==> config.mk <==
export PLATFORM = sky130hd
export DESIGN_NAME = mdio_ctrl
export DESIGN_NICKNAME = d
export VERILOG_FILES = /design/src/rtl/mdio_pkg.sv /design/src/rtl/mdio_clkgen.sv /design/src/rtl/mdio_shifter.sv /design/src/rtl/mdio_ctrl.sv
export SDC_FILE = /design/constraint.sdc
export NUM_CORES = 1
export LEC_CHECK = 0
export BUFFER_PORTS_ARGS = -buffer_cell sky130_fd_sc_hd__buf_2
export CAP_MARGIN = 25
export CORE_MARGIN = 2
export CORE_UTILIZATION = 30
export DETAILED_ROUTE_END_ITERATION = 7
export GPL_TIMING_DRIVEN = 0
export PLACE_DENSITY = 0.46
export SLEW_MARGIN = 10
export SYNTH_ARGS = -nofsm -noshare
export SYNTH_HDL_FRONTEND = slang
export SYNTH_HIERARCHICAL = 1
export SYNTH_SLANG_ARGS = --single-unit
==> constraint.sdc <==
create_clock -name clk -period 9.8 [get_ports clk]
set_input_delay 1.96 -clock clk [delete_from_list [all_inputs] [get_ports clk]]
set_output_delay 1.96 -clock clk [all_outputs]
set_load 0.02 [all_outputs]
==> src/rtl/mdio_pkg.sv <==
package mdio_pkg;

  localparam int FRAME_W = 64;
  localparam int PRE_W   = 32;
  localparam int DATA_W  = 16;
  localparam int ADDR_W  = 5;
  localparam int CMD_W   = 12;

  // command word layout
  localparam int CMD_RD_BIT = 11;
  localparam int CMD_WR_BIT = 10;
  localparam int PHY_LSB    = 5;
  localparam int REG_LSB    = 0;

  typedef enum logic [1:0] {
    OP_WR = 2'b01,
    OP_RD = 2'b10
  } mdio_op_e;

  // Assemble the complete frame, first bit on the wire in the MSB.
  function automatic logic [FRAME_W-1:0] build_frame(
    input mdio_op_e            op,
    input logic [ADDR_W-1:0]   phy,
    input logic [ADDR_W-1:0]   ra,
    input logic [DATA_W-1:0]   wd
  );
    logic [DATA_W-1:0] payload;
    payload = (op == OP_RD) ? '1 : wd;
    return {{PRE_W{1'b1}}, 2'b01, op, phy, ra, 2'b10, payload};
  endfunction

endpackage

==> src/rtl/mdio_clkgen.sv <==
module mdio_clkgen #(
  parameter int DIV_W = 8
) (
  input  logic             clk,
  input  logic             rst_n,
  input  logic             run,
  input  logic [DIV_W-1:0] div,
  output logic             mdc,
  output logic             rise_evt,
  output logic             bit_end
);

  logic [DIV_W-1:0] cnt;
  logic [DIV_W-1:0] cnt_inc;
  logic [DIV_W-1:0] half;

  assign half     = div >> 1;
  assign cnt_inc  = cnt + 1'b1;
  assign bit_end  = run && (cnt == div - 1'b1);
  // the edge that makes mdc rise
  assign rise_evt = run && (cnt_inc == half);

  always_ff @(posedge clk or negedge rst_n) begin
    if (!rst_n) begin
      cnt <= '0;
      mdc <= 1'b0;
    end else if (!run || bit_end) begin
      cnt <= '0;
      mdc <= 1'b0;
    end else begin
      cnt <= cnt_inc;
      mdc <= (cnt_inc >= half);
    end
  end

endmodule

==> src/rtl/mdio_shifter.sv <==
module mdio_shifter
  import mdio_pkg::*;
(
  input  logic               clk,
  input  logic               rst_n,
  input  logic               load,
  input  logic [FRAME_W-1:0] frame_in,
  input  logic               skip_pre,
  input  logic               is_read_in,
  input  logic               rise_evt,
  input  logic               bit_end,
  input  logic               mdio_i,
  output logic               active,
  output logic               mdio_o,
  output logic               mdio_oe,
  output logic               rd_done,
  output logic [DATA_W-1:0]  capt
);

  localparam int PTR_W    = $clog2(FRAME_W);
  localparam int TA_POS   = FRAME_W - DATA_W - 2;
  localparam int DATA_POS = FRAME_W - DATA_W;
  localparam int LAST     = FRAME_W - 1;

  logic [FRAME_W-1:0] sr;
  logic [PTR_W-1:0]   ptr;
  logic               rd_q;
  logic               last_bit;

  assign last_bit = active && bit_end && (ptr == PTR_W'(LAST));
  assign rd_done  = last_bit && rd_q;
  assign mdio_o   = sr[FRAME_W-1];
  assign mdio_oe  = active && !(rd_q && (ptr >= PTR_W'(TA_POS)));

  always_ff @(posedge clk or negedge rst_n) begin
    if (!rst_n) begin
      sr     <= '0;
      ptr    <= '0;
      rd_q   <= 1'b0;
      active <= 1'b0;
      capt   <= '0;
    end else if (load) begin
      sr     <= skip_pre ? (frame_in << PRE_W) : frame_in;
      ptr    <= skip_pre ? PTR_W'(PRE_W) : '0;
      rd_q   <= is_read_in;
      active <= 1'b1;
    end else if (active) begin
      if (rise_evt && rd_q && (ptr >= PTR_W'(DATA_POS)))
        capt <= {capt[DATA_W-2:0], mdio_i};
      if (bit_end) begin
        sr <= sr << 1;
        if (last_bit) active <= 1'b0;
        else          ptr    <= ptr + 1'b1;
      end
    end
  end

endmodule

==> src/rtl/mdio_ctrl.sv <==
module mdio_ctrl
  import mdio_pkg::*;
#(
  parameter int DIV_W     = 8,
  parameter int DIV_RESET = 32
) (
  input  logic              clk,
  input  logic              rst_n,
  input  logic              div_we,
  input  logic [DIV_W-1:0]  div_val,
  input  logic              pre_sup,
  input  logic              data_we,
  input  logic [DATA_W-1:0] data_in,
  input  logic              cmd_we,
  input  logic [CMD_W-1:0]  cmd_in,
  output logic              busy,
  output logic [DATA_W-1:0] data_out,
  output logic              mdc,
  output logic              mdio_o,
  output logic              mdio_oe,
  input  logic              mdio_i
);

  localparam logic [DIV_W-1:0] DIV_MIN = DIV_W'(2);

  logic               active, accept, cmd_ok, is_rd;
  logic               rise_evt, bit_end, rd_done;
  logic [DIV_W-1:0]   div_reg, div_run, div_eff;
  logic [DATA_W-1:0]  data_reg, capt;
  logic [FRAME_W-1:0] frame;

  assign is_rd   = cmd_in[CMD_RD_BIT];
  assign cmd_ok  = cmd_in[CMD_RD_BIT] ^ cmd_in[CMD_WR_BIT];
  assign accept  = cmd_we && cmd_ok && !active;
  assign div_eff = (div_reg < DIV_MIN) ? DIV_MIN : div_reg;
  assign frame   = build_frame(is_rd ? OP_RD : OP_WR,
                               cmd_in[PHY_LSB +: ADDR_W],
                               cmd_in[REG_LSB +: ADDR_W],
                               data_reg);

  always_ff @(posedge clk or negedge rst_n) begin
    if (!rst_n) begin
      div_reg <= DIV_W'(DIV_RESET);
      div_run <= DIV_MIN;
    end else begin
      if (div_we) div_reg <= div_val;
      if (accept) div_run <= div_eff;
    end
  end

  always_ff @(posedge clk or negedge rst_n) begin
    if (!rst_n)                data_reg <= '0;
    else if (rd_done)          data_reg <= capt;
    else if (data_we && !active) data_reg <= data_in;
  end

  mdio_clkgen #(.DIV_W(DIV_W)) u_clkgen (
    .clk      (clk),
    .rst_n    (rst_n),
    .run      (active),
    .div      (div_run),
    .mdc      (mdc),
    .rise_evt (rise_evt),
    .bit_end  (bit_end)
  );

  mdio_shifter u_shift (
    .clk        (clk),
    .rst_n      (rst_n),
    .load       (accept),
    .frame_in   (frame),
    .skip_pre   (pre_sup),
    .is_read_in (is_rd),
    .rise_evt   (rise_evt),
    .bit_end    (bit_end),
    .mdio_i     (mdio_i),
    .active     (active),
    .mdio_o     (mdio_o),
    .mdio_oe    (mdio_oe),
    .rd_done    (rd_done),
    .capt       (capt)
  );

  assign busy     = active;
  assign data_out = data_reg;

endmodule

==> impl_metrics.json <==
{
  "synth_area_leaders": "dfrtp_1 (46%), mux2i_1 (9.3%), mux2_2 (8.9%)",
  "synth_top_area_share": 0.463,
  "status": "complete, no violations",
  "hold_end": "div_run[1]$_DFFE_PN1P_",
  "core_area_um2": 22600,
  "post_cts_buffers": 0,
  "holdPathStages": 2,
  "cts_inserted_buffers": 17,
  "regArea_um2": 3230,
  "path_max_fanout": 10,
  "rrSetupSlack_ns": 5.65,
  "period_share": 0.424,
  "drt_iter0_markers": 286,
  "p_per_area_nw_per_um2": 265,
  "synth-seq-cells": 129,
  "place_inst": 1006,
  "tns_ns": 0,
  "multi_input_area_um2": 3460,
  "fmax_mhz": 241,
  "antennaDiodeCount": 0,
  "firstDrtPassIters": 4,
  "cp_top_family": "simple AND/OR/NAND/NOR gates",
  "die_y_um": 155,
  "rsz0062_at_grt": "no",
  "syn_avg_cell_area_um2": 11.0,
  "die_area_um2": 24100,
  "rr_startpoint": "div_run[0]$_DFFE_PN0P_",
  "required_ns": 10.09,
  "cts_tree": "built",
  "maxCapViolCount": 0,
  "final_cells": 1038,
  "p_leak_nw": 3.80,
  "initial_core_util": 0.304,
  "top_register": "u_shift/sr",
  "synthDistinctLibCells": 62,
  "dpl.hpwl_um": 11700,
  "nFillCells": 2256,
  "grt_antenna_before_repair": 0,
  "r2r-end": "data_out[2]$_DFFE_PN0P_",
  "cp_cell_sequence": "inv_1, ha_1, or3b_2, nor4_1, o2111ai_1, a211oi_4, and2_1, buf_6, nand3_1, nor3_1, buf_2, buf_2, mux2_2, mux2_2",
  "cp_num_buf_inv": 4,
  "clkTransAtPathRegs_ns": 0.06,
  "cts-root-buf": "clkbuf_16",
  "wirelength_um": 16700,
  "num_rows": 55,
  "htree_num_levels": 4,
  "worst_slew_margin_rel": 0.560,
  "layout_min_cycle_time_ns": 4.15,
  "finalWeightedCongestion": 0.834,
  "cts.sinks": 129,
  "hold_viol_final": 0,
  "grt_pass1_wl_um": 28000,
  "worstSkewPairLatency_ns": 0.42,
  "crit_type": "register to register",
  "synthesis.area_um2": 6860,
  "postRouteAntennaNets": 0,
  "yosys.area.top_type": "dfrtp_1",
  "die_w_um": 155,
  "largest_reg_flops": 64,
  "drv_slew": 0,
  "worst_slew_pin_slew_ns": 0.660,
  "grt_pass1_vias": 5326,
  "syn_to_final_growth_pct": 21.1,
  "ctsHoldBuffers": 0,
  "layout.nets": 794,
  "track_usage": 0.148,
  "finalClockSkew_ns": 0.0101,
  "io_buffers": 60,
  "ys_warn_count": 6,
  "reg2reg_depth": 14,
  "cts_buffer_depth": 2,
  "cp-end-kind": "register",
  "slowest_delay_ns": 0.49,
  "grt_max_degree": 71,
  "min-delay-start": "div_run[1]$_DFFE_PN1P_",
  "ys.flop_type": "dfrtp_1",
  "syn_inst": 622,
  "route.vias.total": 5018,
  "vdd_ir_drop_max_uv": 109,
  "critPathSlowestCell": "or3b_2",
  "async_flop_share": 1.00,
  "drc": 0,
  "drive_gt1_frac": 0.286,
  "avgViaCountPerCell": 4.83,
  "cts_resized": 0,
  "synth_edf_count": 0,
  "path_depth": 14,
  "seq_area_frac_synth": 0.471,
  "cp.arrival_ns": 4.45,
  "setup_violations": 0,
  "wire_per_inst_um": 16.1,
  "startpoint_type": "register",
  "grt-ovfl-total": 0,
  "ios": 63,
  "hp-class": "register to register"
}
how the worst max path moves through the flow:
stage | start | endpoint | slack (ns)
6_report | div_run[0]$_DFFE_PN0P_ | data_out[2]$_DFFE_PN0P_ | 5.65
5_1_grt | div_run[0]$_DFFE_PN0P_ | data_out[4]$_DFFE_PN0P_ | 5.24
4_1_cts | div_run[0]$_DFFE_PN0P_ | data_out[2]$_DFFE_PN0P_ | 5.59
3_5_place_dp | cmd_in[11] | u_shift/sr[48]$_DFFE_PN0P_ | 5.55
3_3_place_gp | rst_n | u_shift/capt[6]$_DFFE_PN0P_ | 4.90
2_1_floorplan | div_run[0]$_DFFE_PN0P_ | data_out[10]$_DFFE_PN0P_ | 6.23
cells in the mapped netlist (all sizes together) (17+ instances only):
cell and n:
dfrtp 127, mux2 66, mux2i 64, nand2 46
a211oi 36, and3 36, a21oi 34, o21ai 32
buf 27, clkbuf 17, nor2 17, or2 17
cells by family after synthesis:
| logic type | share of synthesized area |
|---|---|
| adder cells (fa/ha/maj) | 0.0201 |
| multiplexers | 0.207 |
| AND/OR/NAND/NOR | 0.122 |
| buffers and inverters | 0.0454 |
| AO/OA/AOI/OAI | 0.114 |
| other | 0.00109 |
| XOR/XNOR | 0.0191 |
| flip-flops | 0.471 |
placed cells by master, fill, tap and decap left out, types with 3 or more instances in the layout:
| cell | count |
|---|---|
| dfrtp_1 | 127 |
| buf_2 | 76 |
| mux2i_1 | 64 |
| mux2_2 | 54 |
| nand2_1 | 45 |
| conb_1 | 40 |
| and3_1 | 36 |
| a211oi_1 | 34 |
| a21oi_1 | 33 |
| o21ai_1 | 28 |
| clkbuf_1 | 18 |
| or2_2 | 17 |
| clkbuf_16 | 17 |
| inv_1 | 16 |
| nor2_1 | 16 |
| ha_1 | 11 |
| mux2_4 | 10 |
| xor2_1 | 8 |
| xnor2_1 | 7 |
| buf_6 | 6 |
| nor3_1 | 5 |
| clkinv_2 | 5 |
| nand3_1 | 5 |
| nor4_1 | 4 |
| clkbuf_8 | 4 |
| and2_1 | 4 |
| o21ai_0 | 4 |
| buf_4 | 3 |
| bufinv_16 | 3 |
| nand4_1 | 3 |
| a31oi_1 | 3 |
final cells by class:
class	count	area share
multi-input combinational	471	0.417
sequential	129	0.389
clock buffer	22	0.0582
tap	285	0.0429
timing repair buffer	61	0.0402
buffer	44	0.0303
clock inverter	10	0.0158
inverter	16	0.00722
power breakdown:
part           switching, mW  total [mW]  internal, mW  leakage, nW
Combinational          0.360       0.668         0.308         1.91
Clock                  0.232       0.657         0.425        0.306
Sequential             0.143       0.879         0.736         1.58
stage by stage:
stage | hold slack (ns) | area, um2 | power [mW] | util | worst slack [ns]
floorplan | 0.473 | 7010 | 1.35 | - | 6.23
global placement | 0.493 | 7660 | 1.53 | 0.340 | 4.90
detailed placement | 0.497 | 7700 | 1.56 | 0.341 | 5.55
CTS | 0.506 | 8310 | 2.23 | 0.368 | 5.59
global route | 0.528 | 8310 | 2.36 | 0.368 | 5.24
finish | 0.503 | 8310 | 2.20 | 0.368 | 5.65
worst reg2reg max path, stage by stage, from the launching register on:
cell	delay [ns]
dfrtp_1	0.43
inv_1	0.08
ha_1	0.21
or3b_2	0.49
nor4_1	0.22
o2111ai_1	0.20
a211oi_4	0.47
and2_1	0.22
buf_6	0.15
nand3_1	0.14
nor3_1	0.19
buf_2	0.28
buf_2	0.32
mux2_2	0.37
mux2_2	0.26
layer usage:
metal  track usage  vias up  share of wire
li1              -     2441              -
met4        0.0498        0          0.012
met5             0        -              0
met3        0.0329       14          0.027
met2         0.237       78           0.48
met1         0.197     2485           0.48
(Power assumes the default switching activity.)
